## config.mk

```make
export PLATFORM = sky130hd
export DESIGN_NAME = osc_calc_top
export DESIGN_NICKNAME = d
export VERILOG_FILES = /design/src/rtl/osc_calc_pkg.sv /design/src/rtl/osc_prescale_step.sv /design/src/rtl/osc_range_scan.sv /design/src/rtl/osc_result_format.sv /design/src/rtl/osc_calc_top.sv
export SDC_FILE = /design/constraint.sdc
export NUM_CORES = 1
export LEC_CHECK = 0
export ABC_AREA = 1
export BUFFER_PORTS_ARGS = -buffer_cell sky130_fd_sc_hd__buf_2
export CAP_MARGIN = 30
export CORE_MARGIN = 8
export CORE_UTILIZATION = 45
export DETAILED_ROUTE_END_ITERATION = 6
export GPL_TIMING_DRIVEN = 0
export PLACE_DENSITY = 0.73
export SYNTH_ARGS = -nofsm -noshare
export SYNTH_HDL_FRONTEND = slang
export SYNTH_SLANG_ARGS = --single-unit
```

## constraint.sdc

```tcl
create_clock -name clk -period 9.7 [get_ports clk]
set_clock_uncertainty 0.1 [all_clocks]
set_input_delay 0.485 -clock clk [delete_from_list [all_inputs] [get_ports clk]]
set_output_delay 0.485 -clock clk [all_outputs]
set_load 0.05 [all_outputs]
```

## src/rtl/osc_calc_pkg.sv

```systemverilog
package osc_calc_pkg;
   typedef enum logic [1:0] {
      ST_IDLE   = 2'd0,
      ST_SEARCH = 2'd1,
      ST_SCAN   = 2'd2
   } calc_state_e;
endpackage

```

## src/rtl/osc_prescale_step.sv

```systemverilog
// Scales the request by 2^x, tests the master window and rounds to whole steps.
module osc_prescale_step #(
   parameter int FREQ_W        = 18,
   parameter int FRAC_W        = 4,
   parameter int X_MAX         = 8,
   parameter int WIN_LO        = 6600,
   parameter int WIN_HI        = 13300,
   parameter int MI_W          = 14,
   parameter int ROUND_NEAREST = 1,
   localparam int XW           = $clog2(X_MAX + 1)
) (
   input  logic [FREQ_W-1:0] desired_i,
   input  logic [XW-1:0]     exp_i,
   output logic              legal_o,
   output logic [MI_W-1:0]   master_o
);
   localparam int MFX_W = FREQ_W + X_MAX + 1;
   localparam logic [MFX_W-1:0] LO_FX = MFX_W'(WIN_LO) << FRAC_W;
   localparam logic [MFX_W-1:0] HI_FX = MFX_W'(WIN_HI) << FRAC_W;

   logic [MFX_W-1:0] master_fx;
   logic [MFX_W-1:0] rounded_fx;

   assign master_fx = MFX_W'(desired_i) << exp_i;
   assign legal_o   = (master_fx >= LO_FX) && (master_fx <= HI_FX);

   generate
      if (ROUND_NEAREST != 0 && FRAC_W > 0) begin : g_round_near
         localparam logic [MFX_W-1:0] HALF = MFX_W'(1) << (FRAC_W - 1);
         assign rounded_fx = master_fx + HALF;
      end else begin : g_round_trunc
         assign rounded_fx = master_fx;
      end
   endgenerate

   assign master_o = MI_W'(rounded_fx >> FRAC_W);
endmodule

```

## src/rtl/osc_range_scan.sv

```systemverilog
// Walks the relative offset ranges one per cycle and keeps the best-centred one.
module osc_range_scan #(
   parameter int NUM_RANGES = 13,
   parameter int BASE_MIN   = 6144,
   parameter int RANGE_STEP = 512,
   parameter int SPAN       = 1023,
   parameter int MI_W       = 14,
   localparam int IW        = $clog2(NUM_RANGES)
) (
   input  logic            clk,
   input  logic            rst_n,
   input  logic            clear_i,
   input  logic            step_i,
   input  logic [MI_W-1:0] master_i,
   output logic            last_o,
   output logic            sel_valid_o,
   output logic [IW-1:0]   sel_idx_o
);
   localparam int DW = MI_W + 3;

   logic [IW-1:0]        idx_q;
   logic                 best_valid_q;
   logic [IW-1:0]        best_idx_q;
   logic [DW-1:0]        best_dist_q;
   logic [DW-1:0]        lo_v, hi_v, m_v, dist_v;
   logic signed [DW-1:0] diff_v;
   logic                 covers, take;

   assign lo_v   = DW'(BASE_MIN) + DW'(idx_q) * DW'(RANGE_STEP);
   assign hi_v   = lo_v + DW'(SPAN);
   assign m_v    = DW'(master_i);
   assign covers = (m_v >= lo_v) && (m_v <= hi_v);
   // twice the distance to the centre, always odd when SPAN is odd
   assign diff_v = signed'((m_v << 1) - (lo_v << 1) - DW'(SPAN));
   assign dist_v = diff_v[DW-1] ? DW'(-diff_v) : DW'(diff_v);
   assign take   = covers && (!best_valid_q || (dist_v < best_dist_q));

   assign last_o      = (idx_q == IW'(NUM_RANGES - 1));
   assign sel_valid_o = best_valid_q || (step_i && take);
   assign sel_idx_o   = (step_i && take) ? idx_q : best_idx_q;

   always_ff @(posedge clk or negedge rst_n) begin
      if (!rst_n) begin
         idx_q        <= '0;
         best_valid_q <= 1'b0;
         best_idx_q   <= '0;
         best_dist_q  <= '0;
      end else if (clear_i) begin
         idx_q        <= '0;
         best_valid_q <= 1'b0;
         best_idx_q   <= '0;
         best_dist_q  <= '0;
      end else if (step_i) begin
         idx_q <= last_o ? '0 : idx_q + IW'(1);
         if (take) begin
            best_valid_q <= 1'b1;
            best_idx_q   <= idx_q;
            best_dist_q  <= dist_v;
         end
      end
   end
endmodule

```

## src/rtl/osc_result_format.sv

```systemverilog
// Forms offset, DAC word, achieved frequency and error from the chosen range.
module osc_result_format #(
   parameter int FREQ_W     = 18,
   parameter int FRAC_W     = 4,
   parameter int X_MAX      = 8,
   parameter int MI_W       = 14,
   parameter int NUM_RANGES = 13,
   parameter int BASE_MIN   = 6144,
   parameter int RANGE_STEP = 512,
   parameter int K_LOW      = -6,
   parameter int OS_W       = 5,
   parameter int CODE_W     = 10,
   parameter int WORD_W     = 16,
   localparam int XW        = $clog2(X_MAX + 1),
   localparam int IW        = $clog2(NUM_RANGES),
   localparam int EW        = MI_W + FRAC_W,
   localparam int ERR_W     = ((EW > FREQ_W) ? EW : FREQ_W) + 1
) (
   input  logic [FREQ_W-1:0]       desired_i,
   input  logic [OS_W-1:0]         factory_os_i,
   input  logic [XW-1:0]           exp_i,
   input  logic [MI_W-1:0]         master_i,
   input  logic [IW-1:0]           sel_idx_i,
   output logic [WORD_W-1:0]       dac_word_o,
   output logic [OS_W-1:0]         offset_o,
   output logic                    offset_bad_o,
   output logic [EW-1:0]           expected_o,
   output logic signed [ERR_W-1:0] freq_err_o
);
   localparam int OW = OS_W + 2;
   localparam logic signed [OW-1:0] KL = OW'(K_LOW);

   logic [MI_W-1:0]      lo_v;
   logic [CODE_W-1:0]    code_v;
   logic signed [OW-1:0] sum_v;
   logic [EW-1:0]        scaled_v;

   assign lo_v       = MI_W'(BASE_MIN) + MI_W'(sel_idx_i) * MI_W'(RANGE_STEP);
   assign code_v     = CODE_W'(master_i - lo_v);
   assign dac_word_o = WORD_W'(code_v) << (WORD_W - CODE_W);

   assign sum_v        = $signed(OW'(factory_os_i)) + $signed(OW'(sel_idx_i)) + KL;
   assign offset_bad_o = sum_v[OW-1] || (sum_v[OW-2:OS_W] != '0);
   assign offset_o     = sum_v[OS_W-1:0];

   assign scaled_v   = {master_i, {FRAC_W{1'b0}}};
   assign expected_o = scaled_v >> exp_i;
   assign freq_err_o = $signed(ERR_W'(expected_o)) - $signed(ERR_W'(desired_i));
endmodule

```

## src/rtl/osc_calc_top.sv

```systemverilog
module osc_calc_top #(
   parameter int FREQ_W        = 18,
   parameter int FRAC_W        = 4,
   parameter int X_MAX         = 8,
   parameter int WIN_LO        = 6600,
   parameter int WIN_HI        = 13300,
   parameter int NUM_RANGES    = 13,
   parameter int BASE_MIN      = 6144,
   parameter int RANGE_STEP    = 512,
   parameter int SPAN          = 1023,
   parameter int K_LOW         = -6,
   parameter int OS_W          = 5,
   parameter int CODE_W        = 10,
   parameter int WORD_W        = 16,
   parameter int ROUND_NEAREST = 1,
   localparam int XW           = $clog2(X_MAX + 1),
   localparam int MI_W         = $clog2(WIN_HI + 2),
   localparam int EW           = MI_W + FRAC_W,
   localparam int ERR_W        = ((EW > FREQ_W) ? EW : FREQ_W) + 1
) (
   input  logic                    clk,
   input  logic                    rst_n,
   input  logic                    start_i,
   input  logic [FREQ_W-1:0]       desired_i,
   input  logic [OS_W-1:0]         factory_os_i,
   output logic                    busy_o,
   output logic                    done_o,
   output logic                    err_o,
   output logic [XW-1:0]           prescale_exp_o,
   output logic [OS_W-1:0]         offset_o,
   output logic [WORD_W-1:0]       dac_word_o,
   output logic [EW-1:0]           expected_o,
   output logic signed [ERR_W-1:0] freq_err_o
);
   import osc_calc_pkg::*;

   localparam int IW = $clog2(NUM_RANGES);

   generate
      if (WIN_LO >= WIN_HI) begin : g_bad_window
         $error("osc_calc_top: master window is empty");
      end
      if (NUM_RANGES < 2) begin : g_bad_ranges
         $error("osc_calc_top: at least two offset ranges required");
      end
      if (WORD_W < CODE_W || SPAN >= (1 << CODE_W)) begin : g_bad_code
         $error("osc_calc_top: DAC code does not fit its word");
      end
      if (BASE_MIN + (NUM_RANGES - 1) * RANGE_STEP >= (1 << MI_W)) begin : g_bad_base
         $error("osc_calc_top: range minimum exceeds master width");
      end
   endgenerate

   calc_state_e             state_q;
   logic [FREQ_W-1:0]       desired_q;
   logic [OS_W-1:0]         os_q;
   logic [XW-1:0]           exp_q;
   logic                    done_q, err_q;
   logic [XW-1:0]           exp_out_q;
   logic [OS_W-1:0]         offset_q;
   logic [WORD_W-1:0]       word_q;
   logic [EW-1:0]           expected_q;
   logic signed [ERR_W-1:0] ferr_q;

   logic                    legal;
   logic [MI_W-1:0]         master;
   logic                    scan_last, sel_valid;
   logic [IW-1:0]           sel_idx;
   logic [WORD_W-1:0]       word_c;
   logic [OS_W-1:0]         offset_c;
   logic                    offset_bad;
   logic [EW-1:0]           expected_c;
   logic signed [ERR_W-1:0] ferr_c;

   osc_prescale_step #(
      .FREQ_W(FREQ_W), .FRAC_W(FRAC_W), .X_MAX(X_MAX), .WIN_LO(WIN_LO),
      .WIN_HI(WIN_HI), .MI_W(MI_W), .ROUND_NEAREST(ROUND_NEAREST)
   ) u_step (
      .desired_i(desired_q), .exp_i(exp_q), .legal_o(legal), .master_o(master)
   );

   osc_range_scan #(
      .NUM_RANGES(NUM_RANGES), .BASE_MIN(BASE_MIN), .RANGE_STEP(RANGE_STEP),
      .SPAN(SPAN), .MI_W(MI_W)
   ) u_scan (
      .clk(clk), .rst_n(rst_n),
      .clear_i(state_q != ST_SCAN), .step_i(state_q == ST_SCAN),
      .master_i(master), .last_o(scan_last),
      .sel_valid_o(sel_valid), .sel_idx_o(sel_idx)
   );

   osc_result_format #(
      .FREQ_W(FREQ_W), .FRAC_W(FRAC_W), .X_MAX(X_MAX), .MI_W(MI_W),
      .NUM_RANGES(NUM_RANGES), .BASE_MIN(BASE_MIN), .RANGE_STEP(RANGE_STEP),
      .K_LOW(K_LOW), .OS_W(OS_W), .CODE_W(CODE_W), .WORD_W(WORD_W)
   ) u_fmt (
      .desired_i(desired_q), .factory_os_i(os_q), .exp_i(exp_q),
      .master_i(master), .sel_idx_i(sel_idx),
      .dac_word_o(word_c), .offset_o(offset_c), .offset_bad_o(offset_bad),
      .expected_o(expected_c), .freq_err_o(ferr_c)
   );

   always_ff @(posedge clk or negedge rst_n) begin
      if (!rst_n) begin
         state_q    <= ST_IDLE;
         desired_q  <= '0;
         os_q       <= '0;
         exp_q      <= '0;
         done_q     <= 1'b0;
         err_q      <= 1'b0;
         exp_out_q  <= '0;
         offset_q   <= '0;
         word_q     <= '0;
         expected_q <= '0;
         ferr_q     <= '0;
      end else begin
         done_q <= 1'b0;
         unique case (state_q)
            ST_IDLE: begin
               if (start_i) begin
                  desired_q <= desired_i;
                  os_q      <= factory_os_i;
                  exp_q     <= '0;
                  state_q   <= ST_SEARCH;
               end
            end
            ST_SEARCH: begin
               if (legal) begin
                  state_q <= ST_SCAN;
               end else if (exp_q == XW'(X_MAX)) begin
                  state_q    <= ST_IDLE;
                  done_q     <= 1'b1;
                  err_q      <= 1'b1;
                  exp_out_q  <= '0;
                  offset_q   <= '0;
                  word_q     <= '0;
                  expected_q <= '0;
                  ferr_q     <= '0;
               end else begin
                  exp_q <= exp_q + XW'(1);
               end
            end
            ST_SCAN: begin
               if (scan_last) begin
                  state_q <= ST_IDLE;
                  done_q  <= 1'b1;
                  if (!sel_valid || offset_bad) begin
                     err_q      <= 1'b1;
                     exp_out_q  <= '0;
                     offset_q   <= '0;
                     word_q     <= '0;
                     expected_q <= '0;
                     ferr_q     <= '0;
                  end else begin
                     err_q      <= 1'b0;
                     exp_out_q  <= exp_q;
                     offset_q   <= offset_c;
                     word_q     <= word_c;
                     expected_q <= expected_c;
                     ferr_q     <= ferr_c;
                  end
               end
            end
            default: state_q <= ST_IDLE;
         endcase
      end
   end

   assign busy_o         = (state_q != ST_IDLE);
   assign done_o         = done_q;
   assign err_o          = err_q;
   assign prescale_exp_o = exp_out_q;
   assign offset_o       = offset_q;
   assign dac_word_o     = word_q;
   assign expected_o     = expected_q;
   assign freq_err_o     = ferr_q;
endmodule

```

# ---- After elaboration in Yosys (flattened, before gate mapping)
# Cells that the tools add are included.
dict set report word_totals {
  ff_bits 119
  latch_bits 0
  mem_bits_rw 0
  rom_bits 0
  input_bits 26
  out_inout_bits 65
  memories 0
}
dict set report classes {
  add_sub_neg 13
  multipliers 0
  div 0
  order_cmp 5
  n_eq_ne 11
  shifts 2
  muxes 57
  n_bitwise 0
  reduce_logical 21
}
# cell count
set ops {}
lappend ops {{$mux 19} 4}
lappend ops {{$mux 18} 4}
lappend ops {{$mux 17} 4}
lappend ops {{$mux 16} 4}
lappend ops {{$mux 4} 14}
lappend ops {{$pmux 19 s2} 1}
lappend ops {{$pmux 18 s2} 1}
lappend ops {{$pmux 16 s2} 1}
lappend ops {{$ge 27x17->1 const B} 1}
lappend ops {{$le 27x18->1 const B} 1}
lappend ops {{$shl 18x4->27} 1}
lappend ops {{$mux 5} 4}
lappend ops {{$sub 18x18->19} 1}
lappend ops {{$add 18x4->18 const B} 1}
lappend ops {{$shr 18x4->18} 1}
lappend ops {{$add 17x10->17 const B} 1}
lappend ops {{$le 14x17->1} 1}
lappend ops {{$lt 17x17->1} 1}
lappend ops {{$neg 17->17} 1}
lappend ops {{$sub 17x10->17 const B} 1}
lappend ops {{$pmux 4 s2} 2}
lappend ops {{$sub 15x15->16} 1}
lappend ops {{$add 13x13->14 const A} 1}
lappend ops {{$ge 14x14->1} 1}
lappend ops {{other kinds (23)} 56}

# ---- Longest topological paths before layout
dict set report depth {
  depth_word 18
  depth_mapped 58
}

# ---- Hierarchy
# From an unflattened synthesis, not the netlist that was laid out.
dict set report hier_totals {
  cells_unflattened 1677
  area_unflattened_um2 10447.5
}
# mod instances cells_each area_per_inst_um2 seq_area_each_um2
set modules_own_cells {}
lappend modules_own_cells {osc_calc_top 1 567 4349.2 2327.2}
lappend modules_own_cells {osc_range_scan 1 384 2414.8 600.6}
lappend modules_own_cells {osc_result_format 1 405 2078.2 0.0}
lappend modules_own_cells {osc_prescale_step 1 321 1605.3 0.0}

# ---- Least setup slack after synthesis
# No wires, ideal clock.
dict set report synth_timing {
  path_kind {reg2reg}
  startpoint {register exp_q[0]}
  endpoint {register expected_q[0] (netlist: expected_o[0])}
  setup_time_ns 0.076
  arrival_time_ns 7.326
  path_slack_ns 2.198
  path_stages_with_launch 57
  path_buffers 6
  synth_period_minus_slack_ns 7.502
  path_cell_list {dfrtp_1 buf_6 inv_8 buf_8 buf_6 nand3_4 nand2_1 nand3_1 inv_1 ha_1 nand4_2 nor2_2 nand2_1 nor2_1 nand2_1 nand2_1 inv_1 ha_1 [21 not listed] ha_1 a21o_1 a21oi_1 nor2_1 inv_1 nand2_1 inv_1 a21oi_1 inv_1 nor2_1 o21ai_0 o21ai_0 nor2_1 nand3_1 inv_1 nand2_4 buf_6 o21ai_1}
}
dict set report synth_between {
  elab_chain_cells 18
  word_cells_on_any_way 31
  cone_classes {add/sub (6); order compare (5); eq/ne (3); shift (2); mux (5); reduce/logical (10)}
}
# element line_no
set synth_rtl {}
lappend synth_rtl {{start: declaration} osc_calc_top.sv:57} ;# logic [XW-1:0] exp_q;
lappend synth_rtl {{start signal: assignment} osc_calc_top.sv:140} ;# exp_q <= exp_q + XW'(1);
lappend synth_rtl {{$shl 18x4->27} osc_prescale_step.sv:24} ;# assign master_fx = MFX_W'(desired_i) << exp_i;
lappend synth_rtl {{$add 18x4->18} osc_prescale_step.sv:30} ;# assign rounded_fx = master_fx + HALF;
lappend synth_rtl {{$sub 15x15->16} osc_range_scan.sv:34} ;# assign diff_v = signed'((m_v << 1) - (lo_v << 1) - DW'(SPAN));
lappend synth_rtl {{$sub 17x10->17} osc_range_scan.sv:34}
lappend synth_rtl {{$neg 17->17} osc_range_scan.sv:35} ;# assign dist_v = diff_v[DW-1] ? DW'(-diff_v) : DW'(diff_v);
lappend synth_rtl {{$mux 17} osc_range_scan.sv:35}
lappend synth_rtl {{$lt 17x17->1} osc_range_scan.sv:36} ;# assign take = covers && (!best_valid_q || (dist_v < best_dist_q));
lappend synth_rtl {{$logic_or 1x1->1} osc_range_scan.sv:36}
lappend synth_rtl {{[2 not listed]} --}
lappend synth_rtl {{$mux 4} osc_range_scan.sv:40} ;# assign sel_idx_o = (step_i && take) ? idx_q : best_idx_q;
lappend synth_rtl {{$add 5x4->6} osc_result_format.sv:42} ;# assign sum_v = $signed(OW'(factory_os_i)) + $signed(OW'(sel_idx_i)) + KL;
lappend synth_rtl {{$add 7x4->7} osc_result_format.sv:42}
lappend synth_rtl {{$logic_or 1x1->1} osc_result_format.sv:43} ;# assign offset_bad_o = sum_v[OW-1] || (sum_v[OW-2:OS_W] != '0);
lappend synth_rtl {{$logic_or 1x1->1} osc_calc_top.sv:147} ;# if (!sel_valid || offset_bad) begin
lappend synth_rtl {{$mux 18} osc_calc_top.sv:147}
lappend synth_rtl {{$mux 18} osc_calc_top.sv:144} ;# if (scan_last) begin
lappend synth_rtl {{$pmux 18 s2} osc_calc_top.sv:118} ;# unique case (state_q)
lappend synth_rtl {{end signal: assignment} osc_calc_top.sv:159} ;# expected_q <= expected_c;
lappend synth_rtl {{end: declaration} osc_calc_top.sv:62} ;# logic [EW-1:0] expected_q;
# Several ways; a longest one is shown, not always the timed one. The select of a mux whose other input is x is not followed.
# A chain may end at the register's enable or synchronous reset.

# ---- Worst setup path in the final report
dict set report layout_timing {
  startpoint {register exp_q[0]}
  endpoint {register ferr_q[15] (netlist: freq_err_o[15])}
}
dict set report layout_between {
  elab_chain_cells 18
  word_cells_on_any_way 32
  cone_classes {add/sub (7); order compare (5); eq/ne (3); shift (2); mux (5); reduce/logical (10)}
}
# element line_no
set layout_rtl {}
lappend layout_rtl {{$shl 18x4->27} osc_prescale_step.sv:24}
lappend layout_rtl {{$add 18x4->18} osc_prescale_step.sv:30}
lappend layout_rtl {{$sub 15x15->16} osc_range_scan.sv:34}
lappend layout_rtl {{$sub 17x10->17} osc_range_scan.sv:34}
lappend layout_rtl {{$neg 17->17} osc_range_scan.sv:35}
lappend layout_rtl {{$mux 17} osc_range_scan.sv:35}
lappend layout_rtl {{$lt 17x17->1} osc_range_scan.sv:36}
lappend layout_rtl {{$logic_or 1x1->1} osc_range_scan.sv:36}
lappend layout_rtl {{[2 not listed]} --}
lappend layout_rtl {{$mux 4} osc_range_scan.sv:40}
lappend layout_rtl {{$add 5x4->6} osc_result_format.sv:42}
lappend layout_rtl {{$add 7x4->7} osc_result_format.sv:42}
lappend layout_rtl {{$logic_or 1x1->1} osc_result_format.sv:43}
lappend layout_rtl {{$logic_or 1x1->1} osc_calc_top.sv:147}
lappend layout_rtl {{$mux 19} osc_calc_top.sv:147}
lappend layout_rtl {{$mux 19} osc_calc_top.sv:144}
lappend layout_rtl {{$pmux 19 s2} osc_calc_top.sv:118}
lappend layout_rtl {{end signal: assignment} osc_calc_top.sv:160} ;# ferr_q <= ferr_c;
lappend layout_rtl {{end: declaration} osc_calc_top.sv:63} ;# logic signed [ERR_W-1:0] ferr_q;
# Several ways; a longest one is shown, not always the timed one. The select of a mux whose other input is x is not followed.

==> results.md <==
- CP arrival: roughly 9.0 ns
- Number of flops mapped to enable cells by yosys: 0
- Endpoints failing setup: 0
- Ant diodes: 0
- Row count: 50
- Final Critical Period: about 9 ns
- Grt total ovfl: 0
- Total GRT Usage: 20.9%
- Critical path launch point type: flop
- Die Area: approximately 24000 sq um
- DP Area: 9290 sq um
- Worst endpoint required time: 9.88 ns
- # DRC: 0
- Hpwl dp: about 20 mm
- I/O pins: 91
- Run status: finished, violations left
- F_max: 113 MHz
- Share of cells above drive strength 1: between 10% and 20%
- Clock-pin transition on the worst setup and hold timing paths: 0.08 ns
- Post-detailed-route via-to-cell ratio: between 5 and 6
- Drt first pass iters: 6
- Antenna violations before repair: 0
- Num CTS Buffers: 9
- Largest net degree at the start of global routing: 63
- Top-area cell type share of the netlist area: about a third
- Area contributors post-synth: dfrtp_1 (33%), nand2_1 (15%), ha_1 (9.0%)
- Critical path's largest stage delay: between 0.4 and 0.5 ns
- DR vias: around 8100
- Area added between synthesis and finish: 12.4%
- Die W: 154 um
- Fraction of registers with async set/reset: 100%
- Post-synth top area cell: dfrtp_1
- Worst setup EP type: flop
- Number of global-route vias before repair: about 8000
- Slew Viols, Final: 0
- Placer congestion estimate: roughly 0.94
- Worst skew pair latency: around 0.36 ns
- Port bufs: 84
- Fin area: 9580 sq um
- Core area: 18600 sq um
- Clock Tree Root: clkbuf_16
- Primary FF master, synth: dfrtp_1
- CP max stage cell: dfrtp_1
- Crit Path Class: reg -> reg
- # clock sinks: 111
- ANT nets after route: 0
- Synth Register Bits: between 100 and 150
- Drt first-iter violations: roughly 610
- Netlist cell types: 55
- Nets: between 1000 and 1500
- Hold Vio Cnt, Final: 48
- Worst Tran Pin Value: slightly below 0.7 ns
- Synth warnings: 0
- Die H: 154 um
- Failing checks: negative hold slack
- Max Cap Viol: 0
- Avg WL per Cell: between 15 and 20 um
- TNS Setup: 0 ns
- Hold WS: -0.0292 ns
- Worst Path Max Fanout: 10
- Slew HR: between 50 and 60%
- Synthesized cell area: approximately 8500 sq um
- Final Cycle Share: 91.1%
- Initial Util: a little under half
- Clk buf depth: 2
- Syn Area/Cell: 7.19 sq um
- HP Class: in -> async
- CTS H-tree depth: 3
- First-pass GRT wire length: around 40 mm
- Synth Instances: 1186
- Final wirelength: 24.4 mm
- Sequential share of the synthesized area: roughly 33%
- CTS tree: done
cell usage in the layout, fill, tap and decap left out, drive strengths merged, types with 3 or more instances in the layout:
| cell type | count |
|---|---|
| clkinv | 4 |
| conb | 6 |
| nor2 | 82 |
| or2 | 4 |
| inv | 129 |
| a21oi | 60 |
| nor4 | 6 |
| nand4 | 11 |
| nand2 | 347 |
| nor3 | 7 |
| buf | 123 |
| fa | 3 |
| xnor2 | 16 |
| a211oi | 4 |
| nand3 | 102 |
| mux2 | 5 |
| xor2 | 34 |
| o22ai | 3 |
| dfrtp | 111 |
| o21ai | 118 |
| a21o | 4 |
| o31ai | 3 |
| ha | 61 |
| a31oi | 3 |
| clkbuf | 24 |
repair_timing:
| item | in CTS | in global routing |
|---|---|---|
| hold buffers | 0 | 0 |
| setup buffers | 0 | 0 |
| setup endpoints to repair | 0 | 57 |
| gates resized for setup | 0 | 2 |
sequential cells by signal, summed over array words and instances (netlist names), 5 cells and up:
signal	count
desired_q	18
u_scan.best_dist_q	16
os_q	5
expected_o	18
freq_err_o	19
offset_o	5
dac_word_o	10
routing by layer:
metal | global-route usage [%] | vias to the layer above | wire, um
li1 | - | 4075 | -
met1 | 27.2 | 3763 | 11300
met2 | 33.5 | 248 | 10800
met3 | 3.90 | 35 | 1300
met4 | 8.91 | 0 | 996
met5 | 0 | - | 0
stage by stage:
step / hold WS, ns / setup WS, ns / cells / util, %
final: -0.0292 / 0.868 / 1526 / 51.4
after global routing: 0.0170 / -0.00986 / 1526 / 51.4
after CTS: 0.00118 / 0.680 / 1526 / 51.4
after detailed placement: 0.360 / 0.735 / 1510 / 49.8
after global placement: 0.363 / 0.870 / 1509 / 49.7
after floorplan: 0.0894 / 2.20 / 1191 / -
synth_stat cells, drive strengths merged, types with 4 or more instances:
| master | instances |
|---|---|
| buf | 38 |
| ha | 61 |
| xnor2 | 16 |
| dfrtp | 111 |
| a21oi | 60 |
| clkbuf | 15 |
| nor2 | 82 |
| nor4 | 6 |
| mux2 | 5 |
| inv | 127 |
| or2 | 4 |
| nand3 | 102 |
| nor3 | 7 |
| nand4 | 11 |
| xor2 | 34 |
| a21o | 4 |
| nand2 | 347 |
| a211oi | 4 |
| o21ai | 118 |
final timing paths:
kind / slack, ns / endpoint / cells past startpoint / startpoint
hold / removal: -0.03 / dac_word_o[7] / 1 / rst_n
setup reg to reg: 0.87 / freq_err_o[15] / 57 / exp_q[0]
min in group clk: 0.25 / desired_q[0] / 2 / desired_i[0]
max in group asynchronous: 8.86 / freq_err_o[16] / 2 / rst_n
setup / recovery: 0.87 / freq_err_o[15] / 57 / exp_q[0]
hold reg to reg: 0.38 / expected_o[15] / 2 / expected_o[15]
critical path, delay by kind of cell, from the launching register on:
| kind | cells | cell delay, ns |
|---|---|---|
| AOI/OAI and AO/OA | 14 | 2.16 |
| and+or+nand+nor | 22 | 2.62 |
| xor gates and xnor gates | 2 | 0.37 |
| adders and majority gates | 4 | 1.14 |
| DFF | 1 | 0.44 |
| buffers and inverters | 15 | 1.91 |
layout make-up:
| class | instances | area [sq um] |
|---|---|---|
| Timing Repair Buffer | 85 | 454 |
| Multi-Input combinational cell | 899 | 4950 |
| Inverter | 128 | 488 |
| Tap cell | 234 | 293 |
| Clock buffer | 9 | 225 |
| Sequential cell | 111 | 2780 |
| Buffer | 53 | 334 |
| Clock inverter | 7 | 58.8 |
| Fill cell | 1890 | 9060 |
kinds of logic (layout without fill, tap and decap cells):
group | Yosys count | count (layout) | share of synthesized area, %
other | 1 | 6 | 0.0440
DFF | 111 | 111 | 32.6
xor gates and xnor gates | 50 | 50 | 5.22
and+or+nand+nor | 562 | 562 | 28.4
AOI/OAI and AO/OA | 210 | 210 | 13.6
muxes | 7 | 7 | 0.895
adders and majority gates | 64 | 64 | 9.66
buffers and inverters | 181 | 282 | 9.64
Power is left out: the tool's default activity adds up to more than one toggle a clock period on the data nets, which glitch-free logic cannot reach.
